**config.mk**
```make
export PLATFORM = sky130hd
export DESIGN_NAME = nanprop_unit
export DESIGN_NICKNAME = d
export VERILOG_FILES = /design/src/rtl/nanprop_pkg.sv /design/src/rtl/nanprop_classify.sv /design/src/rtl/nanprop_zero_inf.sv /design/src/rtl/nanprop_select.sv /design/src/rtl/nanprop_unit.sv
export SDC_FILE = /design/constraint.sdc
export NUM_CORES = 1
export LEC_CHECK = 0
export ABC_AREA = 1
export BUFFER_PORTS_ARGS = -buffer_cell sky130_fd_sc_hd__buf_2
export CAP_MARGIN = 20
export CELL_PAD_IN_SITES_DETAIL_PLACEMENT = 1
export CELL_PAD_IN_SITES_GLOBAL_PLACEMENT = 1
export CORE_MARGIN = 1.5
export CORE_UTILIZATION = 32
export DETAILED_ROUTE_END_ITERATION = 7
export GPL_TIMING_DRIVEN = 0
export PLACE_DENSITY = 0.87
export SLEW_MARGIN = 20
export SYNTH_ARGS = -nofsm -noshare
export SYNTH_HDL_FRONTEND = slang
export SYNTH_HIERARCHICAL = 1
export SYNTH_SLANG_ARGS = --single-unit
```
**constraint.sdc**
```tcl
create_clock -name clk -period 0.9 [get_ports clk]
set_input_delay 0.18 -clock clk [delete_from_list [all_inputs] [get_ports clk]]
set_output_delay 0.18 -clock clk [all_outputs]
set_load 0.005 [all_outputs]
```
**src/rtl/nanprop_pkg.sv**
```systemverilog
package nanprop_pkg;

    typedef enum logic {
        MODE_STD = 1'b0,
        MODE_ALT = 1'b1
    } nan_mode_e;

    typedef enum logic [2:0] {
        PICK_NONE = 3'd0,
        PICK_A    = 3'd1,
        PICK_B    = 3'd2,
        PICK_C    = 3'd3,
        PICK_DFLT = 3'd4
    } nan_pick_e;

    typedef struct packed {
        logic is_nan;
        logic is_snan;
    } nan_flags_t;

endpackage

```
**src/rtl/nanprop_classify.sv**
```systemverilog
module nanprop_classify
    import nanprop_pkg::*;
#(
    parameter int EXP_W  = 8,
    parameter int FRAC_W = 23,
    localparam int W     = 1 + EXP_W + FRAC_W
) (
    input  logic [W-1:0] operand,
    output nan_flags_t   flags,
    output logic [W-1:0] quieted
);

    logic exp_all_ones;
    logic frac_nonzero;

    assign exp_all_ones  = &operand[W-2:FRAC_W];
    assign frac_nonzero  = |operand[FRAC_W-1:0];

    assign flags.is_nan  = exp_all_ones & frac_nonzero;
    assign flags.is_snan = exp_all_ones & frac_nonzero & ~operand[FRAC_W-1];

    // Keep sign, exponent and lower payload; force the quiet bit.
    generate
        if (FRAC_W > 1) begin : g_wide
            assign quieted = {operand[W-1:FRAC_W], 1'b1, operand[FRAC_W-2:0]};
        end else begin : g_narrow
            assign quieted = {operand[W-1:FRAC_W], 1'b1};
        end
    endgenerate

endmodule

```
**src/rtl/nanprop_zero_inf.sv**
```systemverilog
module nanprop_zero_inf #(
    parameter int EXP_W  = 8,
    parameter int FRAC_W = 23,
    localparam int W     = 1 + EXP_W + FRAC_W
) (
    input  logic [W-1:0] mul_a,
    input  logic [W-1:0] mul_b,
    output logic         zero_times_inf
);

    logic [1:0] is_zero;
    logic [1:0] is_inf;
    logic [W-1:0] mul_ops [2];

    assign mul_ops[0] = mul_a;
    assign mul_ops[1] = mul_b;

    for (genvar k = 0; k < 2; k++) begin : g_op
        assign is_zero[k] = ~|mul_ops[k][W-2:0];
        assign is_inf[k]  = (&mul_ops[k][W-2:FRAC_W]) & ~|mul_ops[k][FRAC_W-1:0];
    end

    assign zero_times_inf = (is_zero[0] & is_inf[1]) | (is_inf[0] & is_zero[1]);

endmodule

```
**src/rtl/nanprop_select.sv**
```systemverilog
module nanprop_select
    import nanprop_pkg::*;
(
    input  nan_flags_t fl_a,
    input  nan_flags_t fl_b,
    input  nan_flags_t fl_c,
    input  logic       three_op,
    input  nan_mode_e  mode,
    input  logic       zero_times_inf,
    output nan_pick_e  pick,
    output logic       invalid
);

    logic c_nan;
    logic c_snan;
    logic special;
    logic any_snan;

    assign c_nan    = three_op & fl_c.is_nan;
    assign c_snan   = three_op & fl_c.is_snan;
    assign special  = c_nan & zero_times_inf;
    assign any_snan = fl_a.is_snan | fl_b.is_snan | c_snan;

    always_comb begin
        pick    = PICK_NONE;
        invalid = any_snan;
        unique case (mode)
            MODE_STD: begin
                if (special) begin
                    pick    = c_snan ? PICK_C : PICK_DFLT;
                    invalid = 1'b1;
                end else if (three_op) begin
                    if      (c_snan)       pick = PICK_C;
                    else if (fl_a.is_snan) pick = PICK_A;
                    else if (fl_b.is_snan) pick = PICK_B;
                    else if (c_nan)        pick = PICK_C;
                    else if (fl_a.is_nan)  pick = PICK_A;
                    else if (fl_b.is_nan)  pick = PICK_B;
                end else begin
                    if      (fl_a.is_snan) pick = PICK_A;
                    else if (fl_b.is_snan) pick = PICK_B;
                    else if (fl_a.is_nan)  pick = PICK_A;
                    else if (fl_b.is_nan)  pick = PICK_B;
                end
            end
            MODE_ALT: begin
                if (special)          pick = PICK_C;
                else if (fl_a.is_nan) pick = PICK_A;
                else if (fl_b.is_nan) pick = PICK_B;
                else if (c_nan)       pick = PICK_C;
            end
            default: pick = PICK_NONE;
        endcase
    end

endmodule

```
**src/rtl/nanprop_unit.sv**
```systemverilog
module nanprop_unit
    import nanprop_pkg::*;
#(
    parameter int EXP_W   = 8,
    parameter int FRAC_W  = 23,
    parameter bit REG_OUT = 1'b1,
    localparam int W      = 1 + EXP_W + FRAC_W
) (
    input  logic         clk,
    input  logic         rst_n,
    input  logic [W-1:0] op_a,
    input  logic [W-1:0] op_b,
    input  logic [W-1:0] op_c,
    input  logic         three_op,
    input  logic         alt_mode,
    output logic         nan_valid,
    output logic [W-1:0] nan_result,
    output logic         invalid,
    output logic [W-1:0] default_nan
);

    localparam int NUM_OPS = 3;

    logic [W-1:0] ops     [NUM_OPS];
    logic [W-1:0] quieted [NUM_OPS];
    nan_flags_t   flags   [NUM_OPS];

    assign ops[0] = op_a;
    assign ops[1] = op_b;
    assign ops[2] = op_c;

    for (genvar i = 0; i < NUM_OPS; i++) begin : g_cls
        nanprop_classify #(
            .EXP_W  (EXP_W),
            .FRAC_W (FRAC_W)
        ) u_cls (
            .operand (ops[i]),
            .flags   (flags[i]),
            .quieted (quieted[i])
        );
    end

    logic zero_times_inf;

    nanprop_zero_inf #(
        .EXP_W  (EXP_W),
        .FRAC_W (FRAC_W)
    ) u_zi (
        .mul_a          (op_a),
        .mul_b          (op_b),
        .zero_times_inf (zero_times_inf)
    );

    nan_mode_e mode;
    nan_pick_e pick;
    logic      invalid_c;

    assign mode = nan_mode_e'(alt_mode);

    nanprop_select u_sel (
        .fl_a           (flags[0]),
        .fl_b           (flags[1]),
        .fl_c           (flags[2]),
        .three_op       (three_op),
        .mode           (mode),
        .zero_times_inf (zero_times_inf),
        .pick           (pick),
        .invalid        (invalid_c)
    );

    logic [W-1:0] dflt_c;
    logic [W-1:0] result_c;
    logic         valid_c;

    assign dflt_c = {alt_mode, {EXP_W{1'b1}}, 1'b1, {(FRAC_W-1){1'b0}}};

    always_comb begin
        unique case (pick)
            PICK_A:    result_c = quieted[0];
            PICK_B:    result_c = quieted[1];
            PICK_C:    result_c = quieted[2];
            PICK_DFLT: result_c = dflt_c;
            default:   result_c = '0;
        endcase
    end

    assign valid_c = (pick != PICK_NONE);

    generate
        if (REG_OUT) begin : g_reg
            always_ff @(posedge clk or negedge rst_n) begin
                if (!rst_n) begin
                    nan_valid   <= 1'b0;
                    nan_result  <= '0;
                    invalid     <= 1'b0;
                    default_nan <= '0;
                end else begin
                    nan_valid   <= valid_c;
                    nan_result  <= result_c;
                    invalid     <= invalid_c;
                    default_nan <= dflt_c;
                end
            end
        end else begin : g_comb
            assign nan_valid   = valid_c;
            assign nan_result  = result_c;
            assign invalid     = invalid_c;
            assign default_nan = dflt_c;
        end
    endgenerate

endmodule

```
# Word-level counts from Yosys, hierarchy flattened
# Cells that the tools add are included.
# totals
mem_bits_ro,0
memories,0
latch_bits,0
out_inout_bits,66
ramBits,0
reg_bits,44
word_cells,60
input_bits,100
# op_classes
n_mux,19
bitwise,20
n_eq_ne,4
n_div,0
order_cmp,0
n_reduce_logical,13
add_sub_neg,0
shift,0
multipliers,0
# op_table
operator,n
32-bit case mux with 4 select lines,1
23-bit OR reduction,3
31-bit OR reduction,2
3-bit 2-to-1 mux,13
8-bit AND reduction,3
1-bit bitwise AND,13
3-bit by 2-bit equality test with 1-bit output (second input constant),2
3-bit case mux with 2 select lines,1
1-bit zero test,4
2-bit 2-to-1 mux,2
1-bit inverter,4
3-bit by 1-bit equality test with 1-bit output (second input constant),1
3-bit equality test (second input constant),1
1-bit bitwise OR,3
3-bit nonzero test,1
1-bit 2-to-1 mux,2

# Depth between registers and ports, before layout
# depth
depth_word,13
depth_mapped,20
ltp_nobuf,18

# By module
# The synthesis kept the hierarchy.
# modules_own_cells
module,seq_area_each_um2,instances,area_each_um2,cells_per_inst
nanprop_unit,900.9,1,2098.3,269
nanprop_classify,0.0,3,357.8,61
nanprop_zero_inf,0.0,1,267.8,66
nanprop_select,0.0,1,153.9,33

# Worst setup path after synthesis
# No wires, ideal clock.
# synth_timing
kind,in2reg
startpoint,input op_a[1]
endpoint,register nan_result[10]
setup_ns,0.124
arrival_time_ns,1.773
required_time_ns,0.776
n_path_buf,2
path_slack_ns,-0.997
stages,19
cell_sequence,or2_1 nor2_1 nand2_1 nor2_1 nand2_1 nor2_2 inv_1 nor2_4 nor2_1 nand2_1 nand2_1 nor2_2 buf_6 inv_4 nand3_4 inv_4 buf_6 nand2_1 nand3_1
# synth_between
word_cells_on_any_way,28
cone_classes,eq/ne (4); mux (13); bitwise (7); reduce/logical (4)
# synth_lines
element,line,text
"start, declared",nanprop_unit.sv:11,"input logic [W-1:0] op_a,"
23-bit OR reduction,nanprop_zero_inf.sv:20,assign is_inf[k] = (&mul_ops[k][W-2:FRAC_W]) & ~|mul_ops[k][FRAC_W-1:0];
1-bit zero test,nanprop_zero_inf.sv:20,
1-bit bitwise AND,nanprop_zero_inf.sv:20,
1-bit bitwise AND,nanprop_zero_inf.sv:23,assign zero_times_inf = (is_zero[0] & is_inf[1]) | (is_inf[0] & is_zero[1]);
1-bit bitwise OR *,nanprop_zero_inf.sv:23,
via zero_times_inf,nanprop_unit.sv:43,logic zero_times_inf;
1-bit bitwise AND *,nanprop_select.sv:21,assign special = c_nan & zero_times_inf;
"3-bit 2-to-1 mux, on equally long branches","nanprop_select.sv:47, nanprop_select.sv:29",
3-bit case mux with 2 select lines *,nanprop_select.sv:27,unique case (mode)
via pick[0],nanprop_unit.sv:55,nan_pick_e pick;
"3-bit equality test, or another cell as far along",nanprop_unit.sv:78,unique case (pick)
32-bit case mux with 4 select lines *,nanprop_unit.sv:78,
via result_c[10],nanprop_unit.sv:72,logic [W-1:0] result_c;
"end signal, assigned",nanprop_unit.sv:99,nan_result <= result_c;
"end, declared",nanprop_unit.sv:17,"output logic [W-1:0] nan_result,"
# Mark *: on every way through the listed nets, which the timed path passes. The rest lies on a longest branch.

# Worst setup path after layout
# layout_timing
startpoint,input op_b[2]
endpoint,register nan_result[20]
# layout_between
word_cells_on_any_way,30
cone_classes,eq/ne (4); mux (15); bitwise (7); reduce/logical (4)
# layout_lines
element,line,text
"start, declared",nanprop_unit.sv:12,"input logic [W-1:0] op_b,"
23-bit OR reduction,nanprop_zero_inf.sv:20,
1-bit zero test,nanprop_zero_inf.sv:20,
1-bit bitwise AND,nanprop_zero_inf.sv:20,
1-bit bitwise AND,nanprop_zero_inf.sv:23,
1-bit bitwise OR *,nanprop_zero_inf.sv:23,
via zero_times_inf,nanprop_unit.sv:43,
1-bit bitwise AND *,nanprop_select.sv:21,
"3-bit 2-to-1 mux, on equally long branches","nanprop_select.sv:47, nanprop_select.sv:29",
3-bit case mux with 2 select lines *,nanprop_select.sv:27,
via pick[1],nanprop_unit.sv:55,
"3-bit equality test, or another cell as far along",nanprop_unit.sv:78,
32-bit case mux with 4 select lines *,nanprop_unit.sv:78,
via result_c[20],nanprop_unit.sv:72,
# Marked as above.

==> metrics <==
status=finished with violations; failing checks=hold timing, setup timing; critical path's slowest cell=nor2_1; Fin Hold WS=-0.006791 ns; critical path depth in cells=20; drt drc=0; DR WL/cell=18.60 µm; simple-gate share of the synthesized area=39.21%; multiplexer area fraction after synthesis=0%; initial antenna violation count=0; Max Cap Viol=0; drt pass-1 iters=4; total CTS buffers=5; die area=0.01187 mm²; final wirelength=16540 µm; Post-DRT Antenna Nets=0; CTS tree=built; DRT iter0 DRCs=185; main combinational cell family by area after synthesis=simple AND/OR/NAND/NOR gates; Syn Area/Cell=6.522 µm²; Die Height=109.0 µm; CP Launch Type=primary input; die outline width=109.0 µm; synth unique cells=21; cell area after synthesis=0.003593 mm²; vias after detailed routing=4298; number of synthesis warnings=6; DR vias/cell=4.835; slowest cell delay on critical path=0.14 ns; fin crit share=235.0%; commonest non-fill, non-tap cell in the layout=buf_4; final-report hold violation count=7; # hold bufs at CTS=0; Max H-tree Level=2; CTS Root Cell=clkbuf_8; Power per Cell Area=871.7 mW/mm²; Cells after DPL=852; fin crit period=2.115 ns; RSZ-0062 raised after global routing=yes; achievable frequency=472.8 MHz; worst-path cell chain=buf_2, nor2_1, nand2_1, nor2_1, nand2_1, nor2_2, nand2_2, nor2_4, inv_2, nor2_4, o21ai_0, nand2_1, inv_2, buf_6, inv_4, nand3_4, inv_8, buf_8, nand2_1, nand3_2; most frequent CP cell=nand2_1; worst-margin pin slew=0.9191 ns; Post-DP HPWL=10050 µm; share of cells above drive strength 1=58.61%; PortBufs=140; vias in the first global route=4220; global-route wire length before repair=20120 µm; CP Data Arrival Time=2.36 ns; synthesized instance count=551; Slew Limit Headroom=38.73%; worst setup path start=op_b[2]; Max FO, Critical Path=5; core box area=0.01089 mm²; largest net degree at the start of global routing=37; HP Class=primary input to async pin; fin cells=889; CP Buf/Inv Count=7; Synth Area in Adders=0%; gr usage total=22.38%; pre-CTS WS=-1.530 ns; WP data required=1.14 ns; most frequent cells in the layout=buf_4 (133), buf_2 (119), nor2_1 (109); CP top delay family=simple AND/OR/NAND/NOR gates; antenna cells=0; Seq cells post-synth=36; Initial Util=33.00%; Slew Limit Fails=0; Compound-Gate Fraction of Synth Area=0.5571%; GP Congestion=0.7836; Sink Count=36; XOR/XNOR Fraction of Synth Area=0%; setup violators final=78; gr ovfl total=0; CP Capture Point=nan_result[20]$_DFF_PN0_; Ports=166; Static Leak=0.003387 µW; nets=848; peak supply drop=0.0006147 V; row cnt=38; P&R area growth vs syn=61.00%; Worst-path clk slew=0.09 ns; final worst slack=-1.215 ns; worst-case clock buffer depth=2; register area share after synthesis=25.07%; CP Capture Type=flop; Crit Path Class=primary input to flop
-- power by group --
part	leakage [µW]	total, µW	internal [µW]	switching [µW]
Combinational	0.00284	1660	857	801
Clock	0.0000645	1670	979	691
Sequential	0.000479	1710	1690	28.3
Total	0.00339	5040	3520	1520
-- cell families (layout without fill, tap and decap cells) --
| family | after synthesis | after routing |
|---|---|---|
| flip-flops | 36 | 36 |
| other | 5 | 26 |
| AO/OA/AOI/OAI | 4 | 4 |
| buffers and inverters | 187 | 364 |
| AND/OR/NAND/NOR | 319 | 319 |
-- cells in the mapped netlist --
library cell,number,area [µm²]
nor2_4,2,22.52
inv_2,1,3.750
nand4_1,38,237.7
o21ai_0,4,20.02
buf_4,126,945.9
nand2_1,103,386.6
nor2_2,5,31.28
clkinv_1,1,3.750
buf_2,6,30.03
inv_4,4,25.02
nor2_1,136,510.5
nand3_2,1,10.01
inv_1,42,157.7
dfrtp_1,36,900.9
nand2_2,2,12.51
nand3_1,28,140.1
or2_1,1,6.260
conb_1,5,18.77
nor3_4,1,16.27
buf_6,7,78.83
nand3_4,2,35.03
-- routing by layer --
metal	vias up	wire length [µm]	track usage (%)
met1	2083	5993	22.98
met2	207	8778	43.75
met5	-	0	0
li1	1949	-	-
met4	0	820	10.43
met3	59	947	3.407
-- metrics by stage --
stage | utilization [%] | instance area (µm²) | TNS [ns] | hold WS, ns | total power [µW]
after CTS | 46.86 | 5102 | -38.23 | 0.01073 | 4721
after detailed placement | 41.83 | 4554 | -50.21 | 0.3417 | 2990
after global placement | 41.83 | 4554 | -46.35 | 0.3338 | 2947
after floorplan | - | 3679 | -30.86 | -0.1156 | 2423
after global routing | 53.14 | 5786 | -50.31 | 0.05088 | 5221
final | 53.14 | 5786 | -44.03 | -0.006791 | 5043
-- sequential cells by signal, indices dropped and copies added (netlist names) --
| register | flops |
|---|---|
| nan_valid | 1 |
| default_nan | 2 |
| invalid | 1 |
| nan_result | 32 |
-- worst min path at each step --
stage,end,depth (start not counted),from
after floorplan,default_nan[30]$_DFF_PN0_,0,rst_n
after global placement,nan_result[16]$_DFF_PN0_,1,rst_n
after detailed placement,nan_result[1]$_DFF_PN0_,1,rst_n
after CTS,nan_result[1]$_DFF_PN0_,1,rst_n
after global routing,nan_result[1]$_DFF_PN0_,1,rst_n
final,nan_result[1]$_DFF_PN0_,1,rst_n
-- layout make-up --
class / instances / area, µm²
Clock inverter: 1 / 30.03
Fill cell: 1389 / 5102
Inverter: 48 / 203.9
Tap cell: 140 / 175.2
Timing Repair Buffer: 170 / 1225
Buffer: 138 / 1107
Clock buffer: 7 / 96.34
Multi-Input combinational cell: 349 / 2046
Sequential cell: 36 / 902.1
-- what timing repair did --
action | CTS | global route
cloned | 3 | 3
gates resized for setup | 58 | 154
endpoints found under the setup margin | 78 | 78
pin swaps | 27 | 47
buffers inserted | 21 | 10
No activity file was read; power rests on OpenSTA's default activity.
